$ cat src/rtl/epc_pkg.sv
package epc_pkg;

    localparam int unsigned PIN_W  = 4;
    localparam int unsigned CAP_N  = 2;
    localparam int unsigned HI_PIN = 3;
    localparam int unsigned LO_PIN = 0;

    typedef enum logic [1:0] {
        QS_IDLE   = 2'd0,
        QS_TIMING = 2'd1,
        QS_HELD   = 2'd2
    } qual_state_e;

    // Bit order of this struct is the read layout: [3] hi flag, [2] clock pin, [1] zero, [0] lo flag
    typedef struct packed {
        logic hi_cap;
        logic cko_bit;
        logic zero_bit;
        logic lo_cap;
    } latched_word_t;

    function automatic latched_word_t pack_word(input logic hi, input logic lo,
                                                input logic cko_sel, input logic cko_lvl);
        latched_word_t w;
        w.hi_cap   = hi;
        w.cko_bit  = cko_sel ? cko_lvl : 1'b1;
        w.zero_bit = 1'b0;
        w.lo_cap   = lo;
        return w;
    endfunction

endpackage

$ cat src/rtl/epc_sync.sv
module epc_sync #(
    parameter int unsigned W       = 5,
    parameter int unsigned STAGES  = 2,
    parameter bit          RST_VAL = 1'b1
) (
    input  logic         clk,
    input  logic         rst,
    input  logic [W-1:0] d,
    output logic [W-1:0] q
);
    logic [W-1:0] st [STAGES];

    always_ff @(posedge clk) begin
        if (rst) begin
            for (int i = 0; i < int'(STAGES); i++) st[i] <= {W{RST_VAL}};
        end else begin
            st[0] <= d;
            for (int i = 1; i < int'(STAGES); i++) st[i] <= st[i-1];
        end
    end

    assign q = st[STAGES-1];
endmodule

$ cat src/rtl/epc_channel.sv
module epc_channel
    import epc_pkg::*;
#(
    parameter int unsigned MIN_LOW_CYC = 2
) (
    input  logic clk,
    input  logic rst,
    input  logic cyc_en,
    input  logic pin_s,
    input  logic rd_clr,
    output logic latch_q
);
    localparam int unsigned CNT_W = ($clog2(MIN_LOW_CYC) > 0) ? $clog2(MIN_LOW_CYC) : 1;
    localparam logic [CNT_W-1:0] LAST_CNT = CNT_W'(MIN_LOW_CYC - 1);

    qual_state_e      state, state_n;
    logic [CNT_W-1:0] cnt, cnt_n;
    logic             pin_d;
    logic             set_now;

    always_ff @(posedge clk) begin
        if (rst) begin
            state <= QS_IDLE;
            cnt   <= '0;
            pin_d <= 1'b1;
        end else begin
            state <= state_n;
            cnt   <= cnt_n;
            pin_d <= pin_s;
        end
    end

    always_comb begin
        state_n = state;
        cnt_n   = cnt;
        set_now = 1'b0;
        unique case (state)
            QS_IDLE: begin
                if (!pin_s && pin_d) begin
                    state_n = QS_TIMING;
                    cnt_n   = '0;
                end
            end
            QS_TIMING: begin
                if (pin_s) begin
                    state_n = QS_IDLE;
                end else if (cyc_en) begin
                    if (cnt == LAST_CNT) begin
                        set_now = 1'b1;
                        state_n = QS_HELD;
                        cnt_n   = '0;
                    end else begin
                        cnt_n = cnt + 1'b1;
                    end
                end
            end
            QS_HELD: begin
                if (pin_s) state_n = QS_IDLE;
            end
            default: state_n = QS_IDLE;
        endcase
    end

    // Capture flag: deliberately outside reset; set wins over clear
    always_ff @(posedge clk) begin
        if (set_now)     latch_q <= 1'b1;
        else if (rd_clr) latch_q <= 1'b0;
    end

    p_rise_needs_low_r1: assert property (@(posedge clk) disable iff (rst)
        (latch_q && !$past(latch_q)) |-> !$past(pin_s));

    p_read_clears_r6: assert property (@(posedge clk) disable iff (rst)
        ($past(rd_clr) && !$past(set_now)) |-> !latch_q);

    p_set_beats_read_r7: assert property (@(posedge clk) disable iff (rst)
        $past(set_now) |-> latch_q);

    p_sticky_r10: assert property (@(posedge clk) disable iff (rst)
        ($past(latch_q) && !$past(rd_clr)) |-> latch_q);

    p_cnt_bound_r1: assert property (@(posedge clk) disable iff (rst)
        cnt <= LAST_CNT);
endmodule

$ cat src/rtl/epc_pack.sv
module epc_pack
    import epc_pkg::*;
(
    input  logic       hi_cap,
    input  logic       lo_cap,
    input  logic       cko_sel,
    input  logic       cko_lvl,
    output logic [3:0] nib
);
    latched_word_t w;
    always_comb w = pack_word(hi_cap, lo_cap, cko_sel, cko_lvl);
    assign nib = w;
endmodule

$ cat src/rtl/edge_pulse_catch.sv
module edge_pulse_catch
    import epc_pkg::*;
#(
    parameter int unsigned MIN_LOW_CYC = 2,
    parameter int unsigned SYNC_STAGES = 2
) (
    input  logic       clk,
    input  logic       rst,
    input  logic       cyc_en,
    input  logic [3:0] in_pins,
    input  logic       clk_pin,
    input  logic       cko_is_input,
    input  logic       rd_latched,
    output logic [3:0] latched_nib,
    output logic [3:0] raw_nib
);
    localparam int unsigned SYNC_W = PIN_W + 1;

    logic [SYNC_W-1:0] sync_q;
    logic [CAP_N-1:0]  cap;

    epc_sync #(.W(SYNC_W), .STAGES(SYNC_STAGES), .RST_VAL(1'b1)) u_sync (
        .clk (clk),
        .rst (rst),
        .d   ({clk_pin, in_pins}),
        .q   (sync_q)
    );

    assign raw_nib = sync_q[PIN_W-1:0];

    for (genvar g = 0; g < int'(CAP_N); g++) begin : g_chan
        localparam int unsigned PIDX = (g == 0) ? LO_PIN : HI_PIN;
        epc_channel #(.MIN_LOW_CYC(MIN_LOW_CYC)) u_chan (
            .clk     (clk),
            .rst     (rst),
            .cyc_en  (cyc_en),
            .pin_s   (sync_q[PIDX]),
            .rd_clr  (rd_latched),
            .latch_q (cap[g])
        );
    end

    epc_pack u_pack (
        .hi_cap  (cap[1]),
        .lo_cap  (cap[0]),
        .cko_sel (cko_is_input),
        .cko_lvl (sync_q[PIN_W]),
        .nib     (latched_nib)
    );
endmodule

$ cat config.mk
export PLATFORM = sky130hd
export DESIGN_NAME = edge_pulse_catch
export DESIGN_NICKNAME = d
export VERILOG_FILES = /design/src/rtl/epc_pkg.sv /design/src/rtl/epc_sync.sv /design/src/rtl/epc_channel.sv /design/src/rtl/epc_pack.sv /design/src/rtl/edge_pulse_catch.sv
export SDC_FILE = /design/constraint.sdc
export NUM_CORES = 1
export LEC_CHECK = 0
export BUFFER_PORTS_ARGS = -buffer_cell sky130_fd_sc_hd__clkbuf_2
export CORE_MARGIN = 2
export CORE_UTILIZATION = 45
export CTS_CLUSTER_SIZE = 28
export DETAILED_ROUTE_END_ITERATION = 6
export PLACE_DENSITY = 0.69
export SLEW_MARGIN = 20
export SYNTH_ARGS = -nofsm -noshare
export SYNTH_HDL_FRONTEND = slang
export SYNTH_HIERARCHICAL = 1
export SYNTH_SLANG_ARGS = --single-unit
$ cat constraint.sdc
create_clock -name clk -period 2.7 [get_ports clk]
set_input_delay 0.54 -clock clk [delete_from_list [all_inputs] [get_ports clk]]
set_output_delay 0.54 -clock clk [all_outputs]
set_load 0.03 [all_outputs]
; ---- Yosys cells after proc, flatten, opt, wreduce, memory -nomap -nowiden
; Memory sizes are Yosys's and may differ from the RTL's.
; Cells that the tools add are included.
[totals]
regBits = 10
ram_bits = 10
input_bits = 10
output_inout_bits = 8
word_cells = 77
memories = 1
[memory_table]
columns = name, depth, width, rd, rd_ports_with_merged_regs, wr, line
row1 = u_sync.st, 2, 5, 2, 0, 2, epc_sync.sv:11  ; logic [W-1:0] st [STAGES];
[op_classes]
addsub = 2
n_eq_ne = 16
mux = 36
bitwise = 2
n_reduce_logical = 12
[op_table]
columns = cell, count
row1 = 2-to-1 mux 1 bit, 20
row2 = 2-to-1 mux 2 bit, 10
row3 = AND reduction 4 bit, 4
row4 = "inequality test 2 bit, second input constant", 6
row5 = case mux 2 bit (3 select lines), 2
row6 = 2-to-1 mux 5 bit, 2
row7 = "inequality test 3 x 2 -> 1 bit, second input constant", 2
row8 = "inequality test 3 bit, second input constant", 2
row9 = "equality test 2 x 1 -> 1 bit, second input constant", 2
row10 = "equality test 2 bit, second input constant", 2
row11 = zero test 2 bit, 2
row12 = "inequality test 2 x 1 -> 1 bit, second input constant", 2
row13 = case mux 1 bit (2 select lines), 2
row14 = nonzero test 2 bit, 2
row15 = "adder 1 bit, second input constant", 2
row16 = logical AND 1 bit, 2
row17 = zero test 1 bit, 2
row18 = bitwise OR 1 bit, 2

; ---- Logic depth before layout (Yosys ltp)
; Gate-level depths: netlist of the first run.
[depth]
word_depth = 5
mapped_depth = 4
ltp_nobuf = 3

; ---- Hierarchy
; Netlist of the first run, hierarchy kept.
[by_module_without_submodules]
columns = mod, n_inst, cells_each, area_each_um2, seq_area_each_um2
row1 = epc_channel, 2, 18, 196.4, 100.1
row2 = epc_sync, 1, 25, 300.3, 200.2
row3 = epc_pack, 1, 5, 32.5, 0.0

; ---- Worst setup path after synthesis of the first run
; Ideal clock, no wire load.
[synth_path]
path_kind = input-to-output
startpoint = input cko_is_input
endpoint = output latched_nib[2]
arrival_ns = 0.767
required_time_ns = 2.160
setup_slack_ns = 1.393
cell_stages = 1
n_path_buf = 0
cell_sequence = nand2b_1
[synth_via]
elab_chain_cells = 1
[synth_lines]
columns = element, line
row1 = start: declaration, edge_pulse_catch.sv:12  ; input logic cko_is_input,
row2 = 2-to-1 mux 1 bit, epc_pkg.sv:26  ; w.cko_bit = cko_sel ? cko_lvl : 1'b1;
row3 = end: declaration, edge_pulse_catch.sv:14  ; output logic [3:0] latched_nib,
; Every way passes these cells.

==> results of run 1 <==
sequential cells by signal (all words and copies together), names as in the netlist:
signal and flops:
g_chan.u_chan/latch_q 2, g_chan.u_chan/cnt 2, u_sync/st 10, g_chan.u_chan/state 4, g_chan.u_chan/pin_d 2
worst min path at each step:
stage | start | end | slack [ps] | cells after the start
6_report | u_sync/st[0][2] | u_sync/st[0][7] | 410 | 1
5_1_grt | in_pins[3] | u_sync/st[0][3] | 420 | 2
4_1_cts | in_pins[1] | u_sync/st[0][1] | 420 | 2
3_5_place_dp | u_sync/st[0][3] | u_sync/st[0][8] | 390 | 1
3_3_place_gp | u_sync/st[0][4] | u_sync/st[0][9] | 390 | 1
2_1_floorplan | u_sync/st[0][0] | u_sync/st[0][5] | 380 | 1
placed cells by master, fill, tap and decap left out, types with 3 or more instances in the layout:
cell type and count:
clkbuf_2 16, clkbuf_4 3, dfxtp_1 20, nor2_1 4
nor4b_2 4, or2_1 12
report_power, final:
group | leakage (uW) | switching, uW | internal [uW]
sequential | 0.000164 | 3.82 | 303
clock | 0.0000138 | 80.8 | 51.8
combinational | 0.000127 | 15.5 | 12.0
through the flow:
stage | instances | instance area (um2) | util | worst slack (ps)
2_1_floorplan | 66 | 725.7 | - | 1393
3_3_place_gp | 90 | 765.7 | 0.5083 | 1296
3_5_place_dp | 90 | 765.7 | 0.5083 | 1291
4_1_cts | 93 | 788.3 | 0.5233 | 1202
5_1_grt | 93 | 788.3 | 0.5233 | 1156
6_report | 93 | 788.3 | 0.5233 | 1206
metal layers:
layer,vias up,wire length (um),global-route usage
met3,4,58,0.02449
met5,-,0,0
met4,0,26,0.07273
met1,194,478,0.1276
met2,17,405,0.1588
li1,237,-,-
logic make-up after synthesis:
| family | share of synthesized area |
|---|---|
| AND/OR/NAND/NOR | 0.2465 |
| flip-flops | 0.5517 |
| buffers and inverters | 0.09311 |
| AO/OA/AOI/OAI | 0.07241 |
| multiplexers | 0.03103 |
| other | 0.005167 |
layout make-up:
cell class / count / share of cell area
flip-flops and latches: 20 / 0.5079
repair buffers: 16 / 0.1016
well taps: 16 / 0.02540
multi-input cells: 36 / 0.3270
inverters: 2 / 0.009524
clock buffers: 3 / 0.02857
==> impl_summary.txt, run 1 <==
----------------------------------------------------
[STA]
  Count of pins over their slew limit ... 0
  Post-route worst hold slack ... 411.5 ps
  Total negative slack for setup checks ... 0 ps
  Setup repair after global routing missed its margin ... false
  Clock Skew ... 4.542 ps
  Final clock period utilization by the worst path ... 0.5532
  Max frequency ... 0.6695 GHz
  Shortest clock period the worst path allows after layout ... 1494 ps
  Setup violation total in the final timing report ... 0
  Fin. Hold Viols ... 0

[Placed design]
  Port bufs ... 16
  Gpl congestion ... 0.7317
  HPWL after detailed placement ... 718.8 um

[Setup path]
  Count of cell instances traversed by the critical path ... 1
  Setup slack of the worst register-to-register path ... 1720 ps
  Library cell contributing the largest single delay on the critical path ... dfxtp_1
  Peak fanout along the critical path ... 5
  Biggest cell delay along the critical path ... 430 ps
  Crit path max-delay family ... flip-flops
  Kind of launch point of the worst setup path ... flip-flop
  Arrival @ worst endpoint ... 950 ps
  CP bufs+invs ... 1
  Reg-to-reg endpoint ... g_chan[1].u_chan/cnt
  Number of cells on the worst reg-to-reg path ... 3
  Worst setup path category ... reg2out
  CP Data Required Time ... 2160 ps
  Start of the worst register-to-register path ... g_chan[1].u_chan/state[1]
  Crit. End Element ... primary output
  CP Capture Point ... raw_nib[3]
  Sequence of cells on the critical path ... clkbuf_2
  Crit. Startpoint ... u_sync/st[0][8]

[Route]
  Residual antenna-violating net count after detailed routing ... 0
  Per-cell routed wire length ... 10.42 um
  Routed via count ... 452
  Iteration-0 DRC count of the detailed router ... 2
  Final wirelength ... 969 um
  Number of optimization iterations in the first detailed-route pass ... 4
  Via-to-Cell Ratio ... 4.860
  Residual DRC count ... 0

[Logic synthesis]
  Flip-flop and latch count after synthesis ... 20
  Netlist Area Pre-Place ... 725.7 um2
  Syn Inst Count ... 66
  Share of synthesized registers carrying an async set or reset ... 0
  Top cells by area in the synthesized netlist ... dfxtp_1 (55%), or2_1 (10%), buf_4 (8.3%)
  Library cell occupying the most area in the post-synthesis netlist ... dfxtp_1
  Most used DFF post-synth ... dfxtp_1
  Sequential cell area fraction in the yosys report ... 0.5517
  Post-synthesis net count ... 76
  Top cell types by occurrence after synthesis ... dfxtp_1 (20), or2_1 (12), buf_4 (8)
  Most repeated cell in the gate-level netlist after synthesis ... dfxtp_1
  Synth Warn # ... 6
  Number of enable-type register cells in the synthesized netlist ... 0
  Area share of the largest cell type after synthesis ... 0.5517
  Number of different library cells in the post-synthesis netlist ... 15
  Mean instance size in the synthesized netlist ... 11.00 um2

[Power and ir drop]
  Leak ... 0.0003048 uW
  Overall Power ... 467.4 uW
  Power density over the cells ... 593.0 nW/um2
  Maximum VDD drop ... 0.0002889 V

[Final layout]
  Seq. cell area ... 400.4 um2
  Layout filler cell count ... 135
  Antenna fix cells ... 0
  Area Overhead vs Synth ... 8.621%
  Total number of nets in the final design ... 89
  Layout cells sized above 1 ... 0.3247
  Area occupied by multi-input gates ... 257.7 um2

[GRT]
  Pin count of the biggest net entering global routing ... 15
  Via count of the first global-routing pass ... 375
  First-pass GRT wire length ... 1476 um
  Antenna violations before repair ... 0
  GRT Total Usage ... 0.1037
  Total congestion overflow after global routing ... 0

[Floorplanning]
  Core box area ... 1506 um2
  Num ports ... 18
  Die area ... 1950 um2
  Horiz. Die Dim ... 44.16 um
  Initial Utilization ... 0.4817
  Die height ... 44.16 um
  # rows ... 14

[Clock network]
  Post-cts resize count ... 0
  Clock tree from TritonCTS ... done
  H-tree depth reported by CTS ... 1
  CTS clk-pin slew, worst paths ... 100 ps
  Hold Buf Count CTS ... 0
  Number of buffers added by the clock tree synthesis step ... 3
  Library cell used as clock root buffer ... clkbuf_4
  Clock buffer depth ... 2
  Worst skew pair latency ... 290 ps
  Number of buffers added for setup after CTS ... 0
  Count of clock tree sinks ... 20

[Worst hold path]
  Tightest Hold Check Type ... reg2reg

[Status]
  Status ... complete, no violations

[Job]
  Count of maximum capacitance violations ... 0

----------------------------------------------------
No activity file was read; power rests on OpenSTA's default activity.
==> run 2, diff against run 1 <==
clock period = 1.5 ns   (was 2.7 ns; I/O delays follow)
==> impl_summary.txt, run 2 (same netlist as run 1, synthesis figures left out) <==
----------------------------------------------------
[STA]
  Count of pins over their slew limit ... 0
  Clock Skew ... 7.199 ps
  Final clock period utilization by the worst path ... 0.8399
  Setup violation total in the final timing report ... 0
  Max frequency ... 0.7937 GHz
  Total negative slack for setup checks ... 0 ps
  Fin. Hold Viols ... 0
  Shortest clock period the worst path allows after layout ... 1260 ps
  Setup repair after global routing missed its margin ... false

[Final layout]
  Finished Cell Area ... 802.0 um2
  Largest register FFs ... 10
  Registers with the most flip-flops ... u_sync/st (10), g_chan.u_chan/state (4)
  Antenna fix cells ... 0
  Total number of nets in the final design ... 89
  Leading cell type in the layout, fill and taps excluded ... dfxtp_1
  Commonest non-fill, non-tap cells in the layout ... dfxtp_1 (20), clkbuf_2 (16), or2_1 (12)
  Register with the highest flop count ... u_sync/st
  Area Overhead vs Synth ... 10.52%
  Layout cells sized above 1 ... 0.3333

[Route]
  Via-to-Cell Ratio ... 5.011
  Residual DRC count ... 0
  Residual antenna-violating net count after detailed routing ... 0
  Final wirelength ... 958 um
  Number of optimization iterations in the first detailed-route pass ... 2
  Iteration-0 DRC count of the detailed router ... 1
  Routed via count ... 471
  Per-cell routed wire length ... 10.19 um

[Clock network]
  Number of buffers added for setup after CTS ... 0
  Clock buffer depth ... 2
  Library cell used as clock root buffer ... clkbuf_4
  H-tree depth reported by CTS ... 1
  Count of clock tree sinks ... 20
  Post-cts resize count ... 0
  CTS clk-pin slew, worst paths ... 110 ps
  Clock tree from TritonCTS ... done
  Worst skew pair latency ... 300 ps
  Number of buffers added by the clock tree synthesis step ... 3
  Hold Buf Count CTS ... 0

[Setup path]
  Arrival @ worst endpoint ... 960 ps
  Setup slack of the worst register-to-register path ... 530 ps
  CP bufs+invs ... 1
  Reg-to-reg endpoint ... g_chan[1].u_chan/cnt
  Worst setup path category ... reg2out
  Biggest cell delay along the critical path ... 420 ps
  Start of the worst register-to-register path ... g_chan[1].u_chan/state[1]
  Sequence of cells on the critical path ... clkbuf_2
  Crit. End Element ... primary output
  Library cell contributing the largest single delay on the critical path ... dfxtp_1
  Peak fanout along the critical path ... 5
  CP Data Required Time ... 1200 ps
  Crit path max-delay family ... flip-flops
  Crit. Startpoint ... u_sync/st[0][5]
  Kind of launch point of the worst setup path ... flip-flop
  Number of cells on the worst reg-to-reg path ... 3

[GRT]
  Total congestion overflow after global routing ... 0
  Antenna violations before repair ... 0
  Pin count of the biggest net entering global routing ... 15
  First-pass GRT wire length ... 1669 um
  Via count of the first global-routing pass ... 399
  GRT Total Usage ... 0.1228

[Power and ir drop]
  Maximum VDD drop ... 0.0007820 V
  Leak ... 0.0003119 uW
  Power density over the cells ... 1129 nW/um2

[Floorplanning]
  Die height ... 44.16 um
  Horiz. Die Dim ... 44.16 um
  # rows ... 14
  Core box area ... 1506 um2
  Die area ... 1950 um2
  Num ports ... 18
  Initial Utilization ... 0.4817

[Placed design]
  Port bufs ... 16
  Placed inst area ... 765.7 um2
  Gpl congestion ... 0.7198

[Status]
  Status ... complete, no violations

[Worst hold path]
  WHS Path Cells ... 2
  Worst hold endpoint ... u_sync/st[0][3]
  Hold path start ... in_pins[3]
  Tightest Hold Check Type ... in2reg

[Job]
  Count of maximum capacitance violations ... 0

----------------------------------------------------
-- run 2: area by class of cell --
class / instances / area (um2)
inverters: 2 / 7.507
multi-input cells: 36 / 257.7
well taps: 16 / 20.02
fillers: 134 / 704.4
clock buffers: 4 / 36.28
repair buffers: 16 / 80.08
flip-flops and latches: 20 / 400.4
-- run 2: metal layers --
layer  vias to the layer above  GRT usage  wire [um]
met4                         0    0.05455          8
met3                         3    0.07347         83
met2                        17     0.1735        431
met5                         -          0          0
met1                       212     0.1495        434
li1                        239          -          -
-- run 2: report_power, final --
group	internal, uW	switching (uW)	total [uW]	leakage, uW
registers	546	6.58	553	0.000164
logic	21.6	28.1	49.8	0.000127
clock network	148	155	303	0.0000210
total	716	190	906	0.000312
-- run 2: stage by stage --
step	worst slack [ps]	hold slack, ps	utilization	cells	power, uW
3_3_place_gp	446.0	387.3	0.5083	90	614.2
3_5_place_dp	411.5	392.3	0.5083	90	616.0
4_1_cts	223.3	158.7	0.5324	94	923.0
6_report	240.1	173.5	0.5324	94	905.8
5_1_grt	167.3	144.3	0.5324	94	958.5
2_1_floorplan	489.1	369.1	-	66	601.2
-- run 2: worst reg2reg max path: stages, from the launching register on --
cell and delay [ps]:
dfxtp_1 380, nor4b_2 280, o21ai_1 120, a21oi_1 150
-- run 2: worst max path at each step --
stage                                 to  slack (ps)  cells after the start
2_1_floorplan  g_chan[0].u_chan/state[0]         490                      3
3_3_place_gp   g_chan[0].u_chan/state[0]         450                      3
3_5_place_dp   g_chan[0].u_chan/state[0]         410                      3
4_1_cts                       raw_nib[0]         220                      1
5_1_grt                       raw_nib[3]         170                      1
6_report                      raw_nib[0]         240                      1
==> run 3, diff against run 2 <==
clock period = 1.3 ns   (was 1.5 ns; I/O delays follow)
==> impl_summary.txt, run 3 (same netlist as run 1, synthesis figures left out) <==
----------------------------------------------------
[GRT]
  Total congestion overflow after global routing ... 0
  Via count of the first global-routing pass ... 412
  Pin count of the biggest net entering global routing ... 15
  GRT Total Usage ... 0.1123
  Antenna violations before repair ... 0
  First-pass GRT wire length ... 1587 um

[Setup path]
  Setup slack of the worst register-to-register path ... 350 ps
  CP bufs+invs ... 1
  Crit path max-delay family ... flip-flops
  Worst setup path category ... reg2out
  Crit. End Element ... primary output
  Kind of launch point of the worst setup path ... flip-flop
  Sequence of cells on the critical path ... clkbuf_2
  Library cell contributing the largest single delay on the critical path ... dfxtp_1
  CP Data Required Time ... 1040 ps
  Biggest cell delay along the critical path ... 430 ps
  Peak fanout along the critical path ... 5
  Arrival @ worst endpoint ... 940 ps

[Floorplanning]
  # rows ... 14
  Num ports ... 18
  Initial Utilization ... 0.4817
  Core box area ... 1506 um2
  Die area ... 1950 um2
  Horiz. Die Dim ... 44.16 um
  Die height ... 44.16 um

[Route]
  Via-to-Cell Ratio ... 4.860
  Final wirelength ... 879 um
  Residual antenna-violating net count after detailed routing ... 0
  Routed via count ... 452
  Iteration-0 DRC count of the detailed router ... 3
  Number of optimization iterations in the first detailed-route pass ... 2
  Per-cell routed wire length ... 9.452 um
  Residual DRC count ... 0

[Final layout]
  Final instance count without filler cells ... 93
  Register with the highest flop count ... u_sync/st
  Antenna fix cells ... 0
  Post-route core utilization ... 0.5233
  Total number of nets in the final design ... 89
  Commonest non-fill, non-tap cells in the layout ... dfxtp_1 (20), clkbuf_2 (16), or2_1 (12)
  Area Overhead vs Synth ... 8.621%
  Registers with the most flip-flops ... u_sync/st (10), g_chan.u_chan/state (4)
  Leading cell type in the layout, fill and taps excluded ... dfxtp_1
  Layout cells sized above 1 ... 0.3247
  Largest register FFs ... 10

[Power and ir drop]
  Leak ... 0.0003048 uW
  Maximum VDD drop ... 0.0007420 V
  Power density over the cells ... 1213 nW/um2
  Overall Power ... 955.9 uW

[STA]
  Clock Skew ... 4.371 ps
  Max frequency ... 0.8303 GHz
  Shortest clock period the worst path allows after layout ... 1204 ps
  Post-route worst hold slack ... 146.2 ps
  Count of pins over their slew limit ... 0
  Total negative slack for setup checks ... 0 ps
  Setup repair after global routing missed its margin ... false
  Setup violation total in the final timing report ... 0
  Fin. Hold Viols ... 0
  Final clock period utilization by the worst path ... 0.9265

[Clock network]
  CTS clk-pin slew, worst paths ... 100 ps
  Hold Buf Count CTS ... 0
  Post-cts resize count ... 0
  Number of buffers added by the clock tree synthesis step ... 3
  Count of clock tree sinks ... 20
  Clock buffer depth ... 2
  Library cell used as clock root buffer ... clkbuf_4
  Number of buffers added for setup after CTS ... 0
  Worst skew pair latency ... 280 ps
  Clock tree from TritonCTS ... done
  H-tree depth reported by CTS ... 1

[Placed design]
  Placed instance count ... 90
  HPWL after detailed placement ... 672.6 um
  Port bufs ... 16
  Gpl congestion ... 0.6966

[Job]
  Count of maximum capacitance violations ... 0

[Worst hold path]
  Tightest Hold Check Type ... in2reg

[Status]
  Status ... complete, no violations

----------------------------------------------------
-- run 3: changes by cell type in the layout (fill, tap and decap cells not counted) --
| cell | previous run | this run |
|---|---|---|
| clkbuf_8 | 1 | 0 |
-- run 3: layout make-up --
cell class	instances	area, um2
fillers	146	718.2
well taps	16	20.02
clock buffers	3	22.52
flip-flops and latches	20	400.4
repair buffers	16	80.08
multi-input cells	36	257.7
inverters	2	7.507
-- run 3: layer usage --
layer / GRT usage / vias to the layer above / wire length [um]
met4: 0.09091 / 0 / 9
li1: - / 239 / -
met3: 0.02857 / 2 / 75
met1: 0.1359 / 197 / 420
met2: 0.1676 / 14 / 373
met5: 0 / - / 0
-- run 3: final timing paths --
kind | start | to | depth (start not counted)
max | u_sync/st[0][8] | raw_nib[3] | 1
min | in_pins[0] | u_sync/st[0][0] | 2
max reg2reg | u_sync/st[0][5] | g_chan[0].u_chan/state[0] | 2
min reg2reg | u_sync/st[0][0] | u_sync/st[0][5] | 1
-- run 3: per-stage QoR --
| stage | area [um2] | setup WS, ps |
|---|---|---|
| 2_1_floorplan | 725.7 | 289.1 |
| 3_3_place_gp | 765.7 | 286.0 |
| 3_5_place_dp | 765.7 | 254.9 |
| 4_1_cts | 788.3 | 77.58 |
| 5_1_grt | 788.3 | 40.83 |
| 6_report | 788.3 | 95.58 |
-- run 3: power breakdown --
part / switching (uW) / internal, uW
sequential: 7.59 / 630
combinational: 31.7 / 24.9
clock: 154 / 107
